<file path="src/rtl/tmr_pkg.sv">
package tmr_pkg;

    // Prescale shift for a channel: the last channel runs fast, all others slow.
    function automatic int unsigned chan_shift(input int unsigned idx,
                                               input int unsigned n_ch,
                                               input int unsigned slow_sh,
                                               input int unsigned fast_sh);
        return (idx == n_ch - 1) ? fast_sh : slow_sh;
    endfunction

endpackage

</file>
<file path="src/rtl/tmr_prescale.sv">
module tmr_prescale #(
    parameter int unsigned SHIFT = 7
) (
    input  logic clk,
    input  logic rst,
    input  logic en_i,
    input  logic restart_i,
    output logic tick_o
);

    typedef struct packed {
        logic [SHIFT-1:0] ph;
    } pre_st_t;

    pre_st_t st_q, st_d;

    always_comb begin
        st_d   = st_q;
        tick_o = 1'b0;
        if (restart_i) begin
            st_d.ph = '0;
        end else if (en_i) begin
            st_d.ph = st_q.ph + 1'b1;
            tick_o  = &st_q.ph;
        end
        if (rst) begin
            st_d   = '0;
            tick_o = 1'b0;
        end
    end

    always_ff @(posedge clk) begin
        st_q <= st_d;
    end

endmodule

</file>
<file path="src/rtl/tmr_channel.sv">
module tmr_channel #(
    parameter int unsigned SHIFT = 7,
    parameter int unsigned PER_W = 8,
    parameter int unsigned CNT_W = 4
) (
    input  logic             clk,
    input  logic             rst,
    input  logic             en_i,
    input  logic             per_wr_i,
    input  logic [PER_W-1:0] per_data_i,
    input  logic             clr_i,
    output logic [CNT_W-1:0] cnt_o
);

    localparam int unsigned EP_W = PER_W + 1;

    typedef struct packed {
        logic             en;
        logic [PER_W-1:0] per;
        logic [PER_W-1:0] icnt;
        logic [CNT_W-1:0] ocnt;
    } ch_st_t;

    ch_st_t          st_q, st_d;
    logic            rise;
    logic            tick;
    logic            wrap;
    logic [EP_W-1:0] eff_per;
    logic [EP_W-1:0] icnt_nxt;

    assign rise = en_i & ~st_q.en;

    tmr_prescale #(.SHIFT(SHIFT)) u_pre (
        .clk       (clk),
        .rst       (rst),
        .en_i      (en_i),
        .restart_i (rise),
        .tick_o    (tick)
    );

    always_comb begin
        st_d     = st_q;
        wrap     = 1'b0;
        eff_per  = (st_q.per == '0) ? {1'b1, {PER_W{1'b0}}} : {1'b0, st_q.per};
        icnt_nxt = {1'b0, st_q.icnt} + 1'b1;
        st_d.en  = en_i;

        if (rise) begin
            st_d.icnt = '0;
            st_d.ocnt = '0;
        end else begin
            if (tick) begin
                if (icnt_nxt >= eff_per) begin
                    st_d.icnt = '0;
                    wrap      = 1'b1;
                end else begin
                    st_d.icnt = icnt_nxt[PER_W-1:0];
                end
            end
            if (clr_i) begin
                st_d.ocnt = CNT_W'(wrap);
            end else begin
                st_d.ocnt = st_q.ocnt + CNT_W'(wrap);
            end
        end

        if (per_wr_i && (per_data_i != st_q.per)) begin
            st_d.per = per_data_i;
        end

        if (rst) begin
            st_d = '0;
        end
    end

    always_ff @(posedge clk) begin
        st_q <= st_d;
    end

    assign cnt_o = st_q.ocnt;

endmodule

</file>
<file path="src/rtl/tmr_bank.sv">
module tmr_bank #(
    parameter int unsigned NUM_CH     = 3,
    parameter int unsigned SLOW_SHIFT = 7,
    parameter int unsigned FAST_SHIFT = 4,
    parameter int unsigned PER_W      = 8,
    parameter int unsigned CNT_W      = 4,
    parameter int unsigned DATA_W     = 8
) (
    input  logic              clk,
    input  logic              rst,
    input  logic [NUM_CH-1:0] tmr_en,
    input  logic [NUM_CH-1:0] per_wr,
    input  logic [PER_W-1:0]  per_wdata,
    input  logic [NUM_CH-1:0] cnt_rd,
    input  logic [NUM_CH-1:0] cnt_wr,
    output logic [DATA_W-1:0] cnt_rdata
);

    logic [CNT_W-1:0] cnt_w [NUM_CH];
    logic [CNT_W-1:0] sel_cnt;

    for (genvar g = 0; g < NUM_CH; g++) begin : g_ch
        localparam int unsigned SH =
            tmr_pkg::chan_shift(g, NUM_CH, SLOW_SHIFT, FAST_SHIFT);

        tmr_channel #(
            .SHIFT (SH),
            .PER_W (PER_W),
            .CNT_W (CNT_W)
        ) u_ch (
            .clk        (clk),
            .rst        (rst),
            .en_i       (tmr_en[g]),
            .per_wr_i   (per_wr[g]),
            .per_data_i (per_wdata),
            .clr_i      (cnt_rd[g] | cnt_wr[g]),
            .cnt_o      (cnt_w[g])
        );
    end

    // Lowest-numbered strobed channel drives the read bus.
    always_comb begin
        sel_cnt = '0;
        for (int i = NUM_CH - 1; i >= 0; i--) begin
            if (cnt_rd[i]) begin
                sel_cnt = cnt_w[i];
            end
        end
        cnt_rdata = DATA_W'(sel_cnt);
    end

endmodule

</file>
<file path="config.mk">
export PLATFORM = sky130hd
export DESIGN_NAME = tmr_bank
export DESIGN_NICKNAME = d
export VERILOG_FILES = /design/src/rtl/tmr_pkg.sv /design/src/rtl/tmr_prescale.sv /design/src/rtl/tmr_channel.sv /design/src/rtl/tmr_bank.sv
export SDC_FILE = /design/constraint.sdc
export NUM_CORES = 1
export LEC_CHECK = 0
export ABC_AREA = 1
export ABC_CLOCK_PERIOD_IN_PS = 3800
export BUFFER_PORTS_ARGS = -buffer_cell sky130_fd_sc_hd__buf_2
export CORE_UTILIZATION = 33
export CTS_CLUSTER_SIZE = 25
export DETAILED_ROUTE_END_ITERATION = 16
export MAX_ROUTING_LAYER = met4
export REMOVE_ABC_BUFFERS = 1
export SETUP_SLACK_MARGIN = 0.2
export SYNTH_ARGS = -nofsm -noshare
export SYNTH_HDL_FRONTEND = slang
export SYNTH_SLANG_ARGS = --single-unit
export TNS_END_PERCENT = 1
</file>
<file path="constraint.sdc">
create_clock -name clk -period 3.8 [get_ports clk]
set_clock_uncertainty 0.05 [all_clocks]
set_input_delay 0.76 -clock clk [delete_from_list [all_inputs] [get_ports clk]]
set_output_delay 0.76 -clock clk [all_outputs]
set_load 0.1 [all_outputs]
</file>
==> impl_results.md, run 1 <==
* Cts bufs inserted at 9
* Crit Path Category: register to register
* Register area at 1620 um^2
* Core area at 14500 um^2
* Clock sink total at 81
* Met3 Routed Length at 432 um
* Pwr Density at 391 nW/um^2
* Setup TNS at 0 ns
* Final HPWL DP at about 8 mm
* Die height at 124 um
* H-tree depth at 3
* Clk_lat worst skew at 0.34 ns
* Final ANT Viol Nets at 0
* Layout net count at 781
* Mapped Cells at 701
* Residual DRC at 0
* RSZ-0062 raised after global routing: false
* Layout cells sized above 1 at 8.28%
* Met1 wire length at 5.22 mm
* R2R cell count at 17
* Synthesized flop and latch total at slightly above 80
* Fillers at about 1.5k
* Post-DR vias/cell at 4.59
* Critical Path Sink Type: register
* Final Power at 2.15 mW
* VDD IR max at 0.275 mV
* CP arrival at approximately 2.9 ns
* Post-synth cell types at 38
* Mean Syn Cell Area at 6.99 um^2
* Max Cap Violations at 0
* Clock root buffer: clkbuf_16
* Initial antenna violation count at 0
* Endpoints failing setup at 0
* Multi-input logic area at 2780 um^2
* Crit path depth at 17
* CP most frequent cell: nand2_1
* Resize count post-CTS at 0
* TritonRoute pass-1 iters at 4
* Slowest CP cell: dfxtp_1
* Routability cong. at 0.815
* Via count at 4169
* Leak at 2.50 nW
* Post-CTS Hold Buffers at 0
* Final Hold Vio Count at 0
* Synth warnings at 0
* Hold Crit Depth at 2
* Largest net degree at the start of global routing at 22
* Sequential area share after synthesis at 33.1%
* Port bufs at 25
* Worst Hold Class: register to register
* CP top delay family: adder cells
* Uppermost layer routed: met4
* Total GRT Usage at between 10% and 20%
* Total gr overflow at 0
* Number of antenna diodes at 0
* Starting Density at 33.7%
* Met2 wire length at 4.65 mm
* CP Max Fanout at 4
* Fin crit period at 2.68 ns
* Post-CTS setup buffer count at 0
* Vias in the first global route at 3898
* Longest Clk Path Bufs at 2
* Floorplan row count at 44
* CP cell instances: ha_1 > nand3_1 > xor2_1 > inv_1 > ha_1 > nand2_1 > inv_1 > a21oi_1 > nand2_1 > nand2_1 > nand2_1 > nand2_1 > inv_1 > ha_1 > ha_1 > xnor2_1 > nor2_1
* Wire length per cell at roughly 11 um
* Crit-path max cell delay at 0.41 ns
* Total wire length at 10.4 mm
* I/O pin count at 30
* Fmax at 0.373 GHz
* CP bufs+invs at 3
* Total die area at 15300 um^2
* Fin. max-slew vios at 0
* Area of the mapped netlist at about 4900 um^2
* First-pass GRT wire length at ~18 mm
* Area grow syn2layout at 12.0%
* Reg clk slew, reported paths at roughly 0.060 ns
* Detailed Route Iter0 Violations at between 200 and 250
* Final worst path period share at 70.6%
* Status: complete, no violations
* Final Util at approximately 38%
* CTS tree: yes
* Setup crit start kind: register
* Required time of the critical path at 3.99 ns
* Chip Width at 124 um
## sequential cells by signal, summed over array words and instances (netlist names)
register	flops
g_ch.u_ch.cnt_o	12
g_ch.u_ch.st_q	51
g_ch.u_ch.u_pre.st_q	18
## final cells by class
type                    instances  area share [%]
clock buffers                  10            4.35
clock inverters                 6            2.05
inverters                     101            6.95
multi-input cells             502            50.6
flip-flops and latches         81            29.5
well taps                     184            4.19
repair buffers                 25            2.28
## power by group
| group | switching [mW] | internal [mW] | leakage, nW |
|---|---|---|---|
| Combinational | 0.152 | 0.0782 | 1.67 |
| Sequential | 0.0250 | 0.872 | 0.660 |
| Clock | 0.358 | 0.662 | 0.173 |
| Total | 0.536 | 1.61 | 2.50 |
## worst paths after layout
kind                          from  slack, ns                     to
max reg2reg   g_ch[1].u_ch.st_q[4]       1.12  g_ch[1].u_ch.cnt_o[2]
min          g_ch[1].u_ch.cnt_o[3]       0.43  g_ch[1].u_ch.cnt_o[3]
max           g_ch[1].u_ch.st_q[4]       1.12  g_ch[1].u_ch.cnt_o[2]
min reg2reg  g_ch[1].u_ch.cnt_o[3]       0.43  g_ch[1].u_ch.cnt_o[3]
## cells in the final DEF (no fill, tap or decap), types with 2 or more instances in the layout
cell	instances
clkbuf_16	9
conb_1	4
buf_2	25
nor2_1	92
dfxtp_1	81
nand2_1	142
bufinv_16	3
o21ai_0	20
a31oi_1	4
a21oi_2	2
a21boi_0	3
o21a_1	3
ha_1	39
xnor2_1	26
o211ai_1	4
nand3b_1	2
inv_1	96
o21ai_2	2
mux2i_1	8
nand4_1	9
inv_2	4
nor2_2	4
o21ai_1	2
nor4_1	8
nand3_1	49
nand2_2	3
nor3_1	10
xor2_1	7
a21oi_1	52
## worst reg2reg max path, delay by kind of cell, from the launching register on
family          cells  cell delay, ns
xor+xnor            2            0.37
compound gates      1            0.13
simple gates        7            0.47
buf+inv             3            0.22
flops               1            0.41
fa+ha+maj           4            0.93
## through the flow
| step | worst slack [ns] | area, um^2 | instances | hold slack, ns |
|---|---|---|---|---|
| 5_1_grt | 0.783 | 5490 | 909 | 0.463 |
| 2_1_floorplan | 0.504 | 4780 | 684 | 0.389 |
| 3_3_place_gp | 1.05 | 5140 | 893 | 0.408 |
| 4_1_cts | 1.10 | 5490 | 909 | 0.431 |
| 6_report | 1.12 | 5490 | 909 | 0.425 |
| 3_5_place_dp | 1.02 | 5140 | 893 | 0.419 |
## Yosys cell counts, drive strengths merged
cell type | number | area (um^2)
nand3 | 50 | 263
dfxtp | 81 | 1620
nor2 | 97 | 382
xnor2 | 26 | 228
nor3 | 10 | 50.1
inv | 101 | 382
a31oi | 4 | 25.0
xor2 | 7 | 61.3
a211oi | 1 | 7.51
o211ai | 4 | 30.0
nor3b | 1 | 7.51
and2 | 1 | 6.26
conb | 1 | 3.75
a21boi | 3 | 22.5
nand2 | 145 | 552
nor4 | 8 | 50.1
clkbuf | 6 | 22.5
buf | 14 | 106
nand3b | 2 | 15.0
o21a | 3 | 22.5
a21oi | 54 | 278
nand4 | 9 | 56.3
ha | 39 | 488
o21ai | 24 | 128
or2 | 2 | 12.5
mux2i | 8 | 80.1
## per-layer routing
layer  global-route usage, %  up-vias
met5                       -        -
li1                        -     2291
met4                    4.74        0
met2                    24.6       59
met3                    4.40        8
met1                    19.9     1811
## cells by family after synthesis
| family | count (synthesis) | share of synthesized area [%] |
|---|---|---|
| fa+ha+maj | 39 | 9.96 |
| mux | 8 | 1.63 |
| flops | 81 | 33.1 |
| xor+xnor | 33 | 5.90 |
| simple gates | 325 | 28.4 |
| other cells | 1 | 0.0765 |
| compound gates | 93 | 10.5 |
| buf+inv | 121 | 10.4 |
Note: power is estimated with default switching activity, not from simulation.
==> inputs of run 2 (changes only) <==
ABC_CLOCK_PERIOD_IN_PS = 2700   (was 3800)
clock period = 2.7 ns   (was 3.8 ns; I/O delays follow)
==> impl_results.md, run 2 (synthesized netlist as in run 1, its figures left out) <==
* Longest Clk Path Bufs at 2
* Final Hold Vio Count at 0
* Clk_lat worst skew at 0.34 ns
* Fmax at 0.418 GHz
* Inst Count DP at 899
* Slowest CP cell: dfxtp_2
* Layout net count at 793
* Area grow syn2layout at 20.1%
* Final HPWL DP at 8.11 mm
* Most common cell after layout, fill and taps aside: nand2_1
* Cts bufs inserted at 9
* Crit Path Category: register to register
* Max Cap Violations at 0
* Total wire length at 11.1 mm
* Initial antenna violation count at 0
* Required time of the critical path at 2.93 ns
* Endpoints failing setup at 0
* Status: complete, no violations
* Die height at 124 um
* Seq pwr share at 46.3%
* Crit-path max cell delay at 0.36 ns
* Wire length per cell at 12.1 um
* Most frequent cells in the layout: nand2_1, inv_1, nor2_1
* Area post-placement at 5180 um^2
* Largest register FFs at ~50
* Total GRT Usage at 15.7%
* Leak at approximately 2.6 nW
* Starting Density at roughly 34%
* Setup slack after layout at about 0.31 ns
* Largest Register: g_ch.u_ch.st_q
* Routability cong. at ~0.81
* Post-DR vias/cell at ~4.7
* NetSw at 0.737 mW
* Clock sink total at 81
* Final ANT Viol Nets at 0
* Sw Share at between 20 and 30%
* Port bufs at 25
* CP cell instances: nand2_4 > nor3_4 > nand3_1 > and2_4 > ha_4 > nand2_2 > inv_1 > nand3_1 > nor2_1 > nor2_1 > nand2_1 > nand2_2 > inv_1 > ha_2 > nand3_2 > or2_4 > a21oi_2
* Largest net degree at the start of global routing at 22
* Setup crit start kind: register
* H-tree depth at 3
* CTS tree: yes
* Pwr Density at 461 nW/um^2
* Core area at between 10000 and 15000 um^2
* Reg clk slew, reported paths at about 0.060 ns
* First-pass GRT wire length at about 18 mm
* CP Max Fanout at 3
* Total gr overflow at 0
* Clock root buffer: clkbuf_16
* Worst Hold Class: register to register
* Total die area at around 15000 um^2
* Detailed Route Iter0 Violations at between 150 and 200
* Final Util at between 40% and 50%
* Comb power frac at 12.5%
* CP arrival at 2.62 ns
* Setup TNS at 0 ns
* Chip Width at 124 um
* Floorplan row count at 44
* Design area at 5890 um^2
* Vias in the first global route at 3917
* Critical Path Sink Type: register
* Fin. max-slew vios at 0
* TritonRoute pass-1 iters at 4
* Final Power at around 2.7 mW
* Fin crit period at 2.39 ns
* VDD IR max at around 0.29 mV
* Via count at 4307
* Final worst path period share at 88.5%
* Min Hold Slack at ~0.42 ns
* I/O pin count at 30
* Clock group share of total power at 41.2%
* Fin cells at 920
* Number of antenna diodes at 0
* Int Pwr at 1.98 mW
* Layout cells sized above 1 at 18.6%
* Residual DRC at 0
* Setup WS pre-CTS at between 0.04 and 0.05 ns
* RSZ-0062 raised after global routing: true
* Post-CTS Hold Buffers at 0
-- run 2: path summary, 6_finish.rpt --
kind                            slack, ns                         end                       start  cells past startpoint
worst max-delay path                 0.31       g_ch[2].u_ch.cnt_o[3]       g_ch[2].u_ch.st_q[10]                     17
worst min-delay path                 0.42  g_ch[1].u_ch.u_pre.st_q[6]  g_ch[1].u_ch.u_pre.st_q[6]                      2
worst max register to register       0.31       g_ch[2].u_ch.cnt_o[3]       g_ch[2].u_ch.st_q[10]                     17
worst min register to register       0.42  g_ch[1].u_ch.u_pre.st_q[6]  g_ch[1].u_ch.u_pre.st_q[6]                      2
-- run 2: power by group through the flow --
stage / sequential, mW / combinational (mW) / clock, mW
floorplan: 1.28 / 0.239 / 0
global placement: 1.29 / 0.327 / 0
detailed placement: 1.29 / 0.330 / 0
CTS: 1.26 / 0.334 / 1.16
global route: 1.26 / 0.387 / 1.22
finish: 1.26 / 0.340 / 1.12
-- run 2: layout make-up --
class	count	area [um^2]
inverters	101	382
clock inverters	3	17.5
well taps	184	230
repair buffers	37	219
multi-input cells	502	3130
clock buffers	12	246
fillers	1539	8650
flip-flops and latches	81	1660
-- run 2: what timing repair did --
action	in CTS	in global routing
gates resized for setup	22	71
cloned	0	0
buffers inserted	0	6
setup endpoints to repair	12	12
pin swaps	9	23
-- run 2: per-layer routing --
metal  GRT usage (%)  vias up  routed length, um  part of all wire (%)
met5               -        -                  0                     0
met4            4.14        0                131                   1.2
met3            4.53        7                365                   3.3
met2            25.1       53               5390                    49
met1            19.3     1941               5220                    47
li1                -     2306                  -                     -
-- run 2: critical path: cells and delay by family, from the launching register on --
family	cells	cell delay, ns
buffers and inverters	2	0.11
adder cells (fa/ha/maj)	2	0.43
flip-flops	1	0.36
AND/OR/NAND/NOR	12	1.24
AO/OA/AOI/OAI	1	0.12
